<file path="config.mk">
export PLATFORM = sky130hd
export DESIGN_NAME = enc_pos_counter
export DESIGN_NICKNAME = d
export VERILOG_FILES = /design/src/rtl/enc_pos_counter.sv
export SDC_FILE = /design/constraint.sdc
export NUM_CORES = 1
export LEC_CHECK = 0
export ABC_AREA = 1
export CAP_MARGIN = 20
export CORE_ASPECT_RATIO = 1.2
export CORE_UTILIZATION = 50
export DETAILED_ROUTE_END_ITERATION = 10
export HOLD_SLACK_MARGIN = 0.08
export PLACE_DENSITY = 0.83
export SETUP_SLACK_MARGIN = 0.15
export SLEW_MARGIN = 20
export SYNTH_ARGS = -nofsm -noshare
export SYNTH_HDL_FRONTEND = slang
export SYNTH_SLANG_ARGS = --single-unit
</file>
<file path="constraint.sdc">
create_clock -name clk -period 5.01 [get_ports clk]
set_input_delay 0.7515 -clock clk [delete_from_list [all_inputs] [get_ports clk]]
set_output_delay 0.7515 -clock clk [all_outputs]
set_load 0.02 [all_outputs]
</file>
<file path="src/rtl/enc_pos_counter.sv">
module enc_pos_counter #(
  parameter int CW = 16
) (
  input  logic          clk,
  input  logic          rst_n,
  input  logic          run_en,
  input  logic          hold_mode,
  input  logic [CW-1:0] preset_val,
  input  logic [1:0]    clr_sel,
  input  logic [1:0]    clr_lvl,
  input  logic [CW-1:0] cmp_val,
  input  logic          ph_a,
  input  logic          ph_b,
  input  logic          idx_in,
  output logic [CW-1:0] count,
  output logic          cmp_hit
);

  logic [1:0] a_sy, b_sy, i_sy;
  logic [1:0] ab, ab_q, pos_n, pos_q, diff;
  logic       en_q, load_pend, eq_seen;
  logic       running, eq, step_up, step_dn, clr_now;

  assign ab      = {a_sy[1], b_sy[1]};
  assign pos_n   = {ab[0], ab[1] ^ ab[0]};
  assign pos_q   = {ab_q[0], ab_q[1] ^ ab_q[0]};
  assign diff    = pos_n - pos_q;
  assign step_up = (diff == 2'd1);
  assign step_dn = (diff == 2'd3);
  assign running = run_en & en_q;
  assign eq      = (count == cmp_val);
  assign cmp_hit = running & eq & ~eq_seen;

  always_comb begin
    unique case (clr_sel)
      2'b00:   clr_now = 1'b0;
      2'b01:   clr_now = eq;
      2'b10:   clr_now = i_sy[1];
      default: clr_now = i_sy[1] & (ab == clr_lvl);
    endcase
  end

  always_ff @(posedge clk) begin
    if (!rst_n) begin
      a_sy <= '0;
      b_sy <= '0;
      i_sy <= '0;
      ab_q <= '0;
    end else begin
      a_sy <= {a_sy[0], ph_a};
      b_sy <= {b_sy[0], ph_b};
      i_sy <= {i_sy[0], idx_in};
      ab_q <= ab;
    end
  end

  always_ff @(posedge clk) begin
    if (!rst_n) begin
      count     <= '0;
      en_q      <= 1'b0;
      load_pend <= 1'b1;
      eq_seen   <= 1'b0;
    end else begin
      en_q    <= run_en;
      eq_seen <= eq;
      if (en_q && !run_en) begin
        if (!hold_mode) begin
          count     <= '0;
          load_pend <= 1'b1;
        end
      end else if (run_en && !en_q) begin
        if (load_pend) count <= preset_val;
        load_pend <= 1'b0;
      end else if (running) begin
        if (clr_now)      count <= '0;
        else if (step_up) count <= count + 1'b1;
        else if (step_dn) count <= count - 1'b1;
      end
    end
  end

endmodule


</file>
==> out/qor_table.md, run 1 <==
| Result | This run |
|---|---|
| Number of buffers on the longest clock path | 2 |
| Post-DR wirelength/cell | 11.2 um |
| Number of library cell types mapped by synthesis | 31 |
| Top library cells by usage in the layout, fill and taps aside | sky130_fd_sc_hd__nand2_1 (181), sky130_fd_sc_hd__inv_1 (72), sky130_fd_sc_hd__clkdlybuf4s50_1 (59), sky130_fd_sc_hd__nor2_1 (37), sky130_fd_sc_hd__dfxtp_1 (27) |
| Crit Path Class | in -> out |
| Max Fanout on Critical Path | 2 |
| Starting utilization of the core area | 52.4% |
| Number of storage elements in the synthesis netlist | 27 |
| Remaining antenna violation count after routing | 0 |
| Total global-route track usage | 24.7% |
| Actual slew at the worst max-slew pin | 0.719 ns |
| Detailed Route WL | 6.32 mm |
| Post-Synthesis Cell Area | 2590 um2 |
| Clock tree from TritonCTS | built |
| Post-synthesis to final-layout area growth | 26.3% |
| Result of the run | completed |
| Number of hold-repair buffers added at the cts stage | 0 |
| Count of buffers added by post-CTS timing repair for setup | 0 |
| Standby leakage power | 0.00170 uW |
| First-pass DRT Iterations | 5 |
| Warnings, synthesis | 0 |
| Number of antenna violations at the first check in global routing | 0 |
| Clock transition at the registers of the reported paths | 0.10 ns |
| Type of the worst min-delay path | reg -> reg |
| Core area | 4940 um2 |
| Die Y | 80.8 um |
| CP startpoint | cmp_val[6] |
| Source of the worst register-to-register timing path | b_sy[1] |
| Post-route DRC violation count | 0 |
| Fin crit share | 69.6% |
| Clock H-tree levels | 1 |
| Row count | 28 |
| Final Net Count | 566 |
| Pins over their slew limit | 0 |
| Count of max-cap constraint violations | 0 |
| Accumulated negative setup slack | 0 ns |
| Fillers | 449 |
| Number of failing hold endpoints at the final stage | 0 |
| Shortest clock period the worst path allows after layout | 3.49 ns |
| Fraction of final layout cells with drive strength greater than 1 | 6.76% |
| Final Util | 66.2% |
| Setup repair after global routing missed its margin | no |
| Syn nets | 507 |
| Detailed placer's ending HPWL | 4.92 mm |
| Clock sink count | 27 |
| Startpoint of the most critical hold path | i_sy[0] |
| Share of the yosys chip area belonging to registers | 20.9% |
| Most common cell after layout, fill and taps aside | sky130_fd_sc_hd__nand2_1 |
| Clock network latency to the later pin of the worst-skew pair | 0.29 ns |
| Remaining max-slew budget at the tightest pin | 51.8% |
| Clock buffer count from CTS | 3 |
| CP arrival | 2.74 ns |
| Die footprint | 5470 um2 |
| Io pins | 60 |
| Startpoint types | primary input |
| Post-cts repair resize count | 0 |
| Iter 0 DRT Violations | 87 |
| Library cell used as clock root buffer | sky130_fd_sc_hd__clkbuf_8 |
| Die boundary width | 67.7 um |
| Setup Slack @ Placement | 1.54 ns |
| Peak supply drop | 153 uV |
| Total gr overflow | 0 |
| Maximum clock frequency | 287 MHz |
| Routed via count divided by cell count | 4.90 |
| Final setup violation count | 0 |
| Antenna diode instance count | 0 |
| Vias in the first global route | 2532 |
| Placer's final routability congestion estimate | 0.945 |
| CP Capture Type | output pin |
| Final critical-path setup slack | 1.52 ns |
| Largest net degree at the start of global routing | 21 |
| Post-route clock skew | 0.00325 ns |
| Number of vias in the routed layout | 2759 |
| Cell area power density | 283 nW/um2 |
| Data required, critical path | 4.26 ns |
| Mean instance size in the synthesized netlist | 5.81 um2 |
| First-pass GRT wire length | 10.3 mm |
| Number of port buffers | 59 |
| Gate Count Post-Synth | 445 |
synthesized netlist by cell type (all sizes together):
cell	instances	area share [%]
o21a	1	0.29
o21ai	11	2.1
and2	2	0.48
o31ai	1	0.29
clkbuf	3	0.48
nor4	1	0.24
xnor2	10	3.4
inv	74	11
fa	1	0.77
nand3b	2	0.58
buf	3	1.1
ha	18	8.7
nor2	41	6.9
a21oi	27	6.7
clkinv	1	0.14
xor2	3	1.0
nand2	192	29
nand3	19	4.1
o21bai	2	0.58
dfxtp	27	21
nand4	6	1.5
worst max-delay path, stage by stage:
cell	delay, ns
sky130_fd_sc_hd__clkdlybuf4s50_1	0.48
sky130_fd_sc_hd__inv_1	0.04
sky130_fd_sc_hd__nand2_1	0.05
sky130_fd_sc_hd__nand2_1	0.05
sky130_fd_sc_hd__nor2_1	0.12
sky130_fd_sc_hd__nand2_1	0.10
sky130_fd_sc_hd__nor2_2	0.18
sky130_fd_sc_hd__nand2_1	0.10
sky130_fd_sc_hd__nor4_1	0.21
sky130_fd_sc_hd__clkdlybuf4s50_1	0.66
cells by family (layout without fill, tap and decap cells):
logic type / after synthesis / in the layout / share of synthesized area [%]
and+or+nand+nor: 263 / 263 / 42.8
adders and majority gates: 19 / 19 / 9.48
DFF: 27 / 27 / 20.9
xor gates and xnor gates: 13 / 13 / 4.40
AOI/OAI and AO/OA: 42 / 42 / 9.96
buffers and inverters: 81 / 139 / 12.5
worst paths after layout:
| check | to | slack, ns | cells past startpoint |
|---|---|---|---|
| max | cmp_hit | 1.52 | 10 |
| min | i_sy[1] | 0.42 | 2 |
| max reg2reg | count[15] | 1.78 | 17 |
| min reg2reg | i_sy[1] | 0.42 | 2 |
cell type report:
cell class	count	area [um2]	area share, %
clock buffer	3	41.3	1.26
clock inverter	1	7.51	0.230
inverter	75	282	8.61
multi-input combinational	337	1720	52.8
sequential	27	541	16.5
tap	60	75.1	2.30
timing repair buffer	60	598	18.3
sequential cells by signal, summed over array words and instances (netlist names):
register	count
load_pend	1
b_sy	2
en_q	1
ab_q	2
i_sy	2
a_sy	2
count	16
eq_seen	1
layer usage:
layer  share of wire (%)  global-route usage, %
met1                  41                   26.9
met2                  51                   47.0
met3                 5.7                   2.39
met4                 2.3                   10.0
met5                   0                      0
report_power, final:
group	internal (uW)	switching (uW)	total, uW
clock network	56.8	79.5	136
logic	218	309	527
registers	234	26.5	260
through the flow:
stage	power (uW)	std cells	hold WS (ns)	instance area [um2]
after floorplan	643	445	0.390	2590
after global placement	771	559	0.395	3220
after detailed placement	783	559	0.399	3220
after CTS	917	563	0.423	3270
after global routing	1000	563	0.456	3270
final	923	563	0.423	3270
No activity file was read; power rests on OpenSTA's default activity.
==> run 2: changes to the inputs <==
--- a/config.mk
+++ b/config.mk
@@ -8,10 +8,10 @@
 export ABC_AREA = 1
 export CAP_MARGIN = 20
 export CORE_ASPECT_RATIO = 1.2
-export CORE_UTILIZATION = 50
+export CORE_UTILIZATION = 46
 export DETAILED_ROUTE_END_ITERATION = 10
 export HOLD_SLACK_MARGIN = 0.08
-export PLACE_DENSITY = 0.83
+export PLACE_DENSITY = 0.8
 export SETUP_SLACK_MARGIN = 0.15
 export SLEW_MARGIN = 20
 export SYNTH_ARGS = -nofsm -noshare
==> constraint.sdc (replaced) <==
create_clock -name clk -period 2.85 [get_ports clk]
set_input_delay 0.4275 -clock clk [delete_from_list [all_inputs] [get_ports clk]]
set_output_delay 0.4275 -clock clk [all_outputs]
set_load 0.02 [all_outputs]
==> run 2 against run 1 <==
The run now ends with DRC left. Cell area grew 8.1%. Power grew 92%. Sequential share of layout area shrank 1.2 points. Flip-flop and latch count is the same. Critical path type is now reg -> reg.
==> out/qor_table.md, run 2 (same netlist as run 1, synthesis figures left out) <==
| Result | This run | Delta |
|---|---|---|
| Result of the run | finished, violations left | was completed |
| Violated checks | DRC |  |
| Final Net Count | 572 | was 566 |
| Die Y | 84.2 um | was 80.8 um |
| Type of the worst min-delay path | reg -> reg | unchanged |
| Remaining antenna violation count after routing | 0 | unchanged |
| Clock buffer count from CTS | 3 | unchanged |
| Remaining max-slew budget at the tightest pin | 73.7% | was 51.8% |
| Clock tree from TritonCTS | built | unchanged |
| Largest net degree at the start of global routing | 18 | was 21 |
| Post-synthesis to final-layout area growth | 36.6% | was 26.3% |
| Final critical-path setup slack | 0.211 ns | was 1.52 ns |
| Clock network latency to the later pin of the worst-skew pair | 0.29 ns | about the same |
| CP Capture Type | flip-flop | was output pin |
| Most common cell after layout, fill and taps aside | sky130_fd_sc_hd__nand2_1 | unchanged |
| Number of failing hold endpoints at the final stage | 0 | unchanged |
| Placer's final routability congestion estimate | 0.905 | was 0.945 |
| Shortest clock period the worst path allows after layout | 2.64 ns |  |
| Library cell used as clock root buffer | sky130_fd_sc_hd__clkbuf_8 | unchanged |
| Die boundary width | 70.5 um | was 67.7 um |
| Fin crit share | 92.6% |  |
| Starting utilization of the core area | 48.2% | was 52.4% |
| Total gr overflow | 0 | unchanged |
| Area of the multi-input gates | 1930 um2 | was 1720 um2 |
| Crit Path Class | reg -> reg | was in -> out |
| Vias in the first global route | 2634 | was 2532 |
| Number of antenna violations at the first check in global routing | 0 | unchanged |
| Minimum hold slack | 0.417 ns | was 0.423 ns |
| Detailed Route WL | 6.91 mm | was 6.32 mm |
| Number of vias in the routed layout | 2800 | was 2759 |
| Fillers | 461 | was 449 |
| Iter 0 DRT Violations | 107 | was 87 |
| CP arrival | 2.87 ns | was 2.74 ns |
| Data required, critical path | 3.08 ns | was 4.26 ns |
| Maximum clock frequency | 379 MHz |  |
| Io pins | 60 | unchanged |
| Pins over their slew limit | 0 | unchanged |
| Clock transition at the registers of the reported paths | 0.11 ns | was 0.10 ns |
| Fraction of final layout cells with drive strength greater than 1 | 14.9% | was 6.76% |
| Accumulated negative setup slack | 0 ns | unchanged |
| Row count | 29 | was 28 |
| Post-DR wirelength/cell | 12.1 um | was 11.2 um |
| Final Util | 65.8% | was 66.2% |
| Antenna diode instance count | 0 | unchanged |
| Total power consumption of the routed design | 1770 uW | was 923 uW |
| Die footprint | 5930 um2 | was 5470 um2 |
| Register containing the most flip-flops in the final layout | count | unchanged |
| Detailed placer's ending HPWL | 5.21 mm | was 4.92 mm |
| Final setup violation count | 0 | unchanged |
| Top library cells by usage in the layout, fill and taps aside | sky130_fd_sc_hd__nand2_1 (173), sky130_fd_sc_hd__inv_1 (71), sky130_fd_sc_hd__clkdlybuf4s50_1 (58), sky130_fd_sc_hd__nor2_1 (31), sky130_fd_sc_hd__dfxtp_1 (25) | was sky130_fd_sc_hd__nand2_1 (181), sky130_fd_sc_hd__inv_1 (72), sky130_fd_sc_hd__clkdlybuf4s50_1 (59), sky130_fd_sc_hd__nor2_1 (37), sky130_fd_sc_hd__dfxtp_1 (27) |
| Standby leakage power | 0.00175 uW | was 0.00170 uW |
| First-pass DRT Iterations | 7 | was 5 |
| Core area | 5370 um2 | was 4940 um2 |
| Startpoint types | flip-flop | was primary input |
| Clock sink count | 27 | unchanged |
| Number of port buffers | 59 | unchanged |
| Peak supply drop | 222 uV | was 153 uV |
| Setup repair after global routing missed its margin | yes | was no |
| Flip-flop count of the largest register after layout | 16 | unchanged |
| Number of hold-repair buffers added at the cts stage | 0 | unchanged |
| First-pass GRT wire length | 10.9 mm | was 10.3 mm |
| Routed via count divided by cell count | 4.90 | about the same |
| Clock H-tree levels | 1 | unchanged |
| Post-route DRC violation count | 13 | was 0 |
| Actual slew at the worst max-slew pin | 0.393 ns | was 0.719 ns |
| Setup Slack @ Placement | 0.0222 ns | was 1.54 ns |
| Max Fanout on Critical Path | 9 | was 2 |
| Total global-route track usage | 22.9% | was 24.7% |
| Sequential standard cell area | 543 um2 | was 541 um2 |
| Number of buffers on the longest clock path | 2 | unchanged |
| Post-route clock skew | 0.00383 ns | was 0.00325 ns |
| Cell area power density | 501 nW/um2 | was 283 nW/um2 |
| Count of max-cap constraint violations | 0 | unchanged |
run 2: worst paths after layout:
path              cells past startpoint  slack [ns]        end     from
setup / recovery                     18        0.21  count[15]  ab_q[0]
hold / removal                        2        0.42    a_sy[1]  a_sy[0]
setup reg to reg                     18        0.21  count[15]  ab_q[0]
hold reg to reg                       2        0.42    a_sy[1]  a_sy[0]
run 2: repair_timing:
item | CTS | global route
gates resized for setup | 4 | 45
endpoints found under the setup margin | 3 | 11
buffers inserted | 0 | 1
pin swaps | 0 | 9
run 2: layout make-up:
type                    instances  share of cell area (%)
well taps                      62                    2.20
inverters                      75                    7.97
clock inverters                 1                   0.212
multi-input cells             337                    54.7
flip-flops and latches         27                    15.4
repair buffers                 66                    18.4
clock buffers                   3                    1.17
run 2: power by group:
group	switching, uW	internal (uW)	total [uW]
registers	55.8	411	467
clock network	144	100	244
logic	596	466	1060
run 2: worst max-delay path, cell delays in order, from the launching register on:
cell and delay (ns):
sky130_fd_sc_hd__dfxtp_2 0.35, sky130_fd_sc_hd__xor2_1 0.16, sky130_fd_sc_hd__ha_1 0.18, sky130_fd_sc_hd__nand3b_1 0.18, sky130_fd_sc_hd__nand2_2 0.11, sky130_fd_sc_hd__nand2_4 0.09
sky130_fd_sc_hd__buf_8 0.17, sky130_fd_sc_hd__ha_1 0.31, sky130_fd_sc_hd__nand2_2 0.11, sky130_fd_sc_hd__inv_1 0.07, sky130_fd_sc_hd__a21oi_2 0.13, sky130_fd_sc_hd__nand2_2 0.09
sky130_fd_sc_hd__nand2_1 0.08, sky130_fd_sc_hd__nand2_1 0.06, sky130_fd_sc_hd__nand2_1 0.05, sky130_fd_sc_hd__nand2_1 0.05, sky130_fd_sc_hd__o21bai_1 0.20, sky130_fd_sc_hd__nand2_2 0.08
sky130_fd_sc_hd__a21oi_2 0.12
run 2: stage by stage:
step | area [um2] | cells
after global placement | 3260 | 566
final | 3530 | 571
after global routing | 3530 | 571
after detailed placement | 3260 | 566
after floorplan | 2590 | 445
after CTS | 3340 | 570
run 2: layer usage:
metal / track usage [%] / part of all wire, % / wire length [um] / vias to the layer above
met2: 44.7 / 52 / 3580 / 78
met4: 8.35 / 2.2 / 153 / 0
met1: 25.1 / 40 / 2790 / 1222
li1: - / - / - / 1487
met5: 0 / 0 / 0 / -
met3: 2.40 / 5.7 / 391 / 13
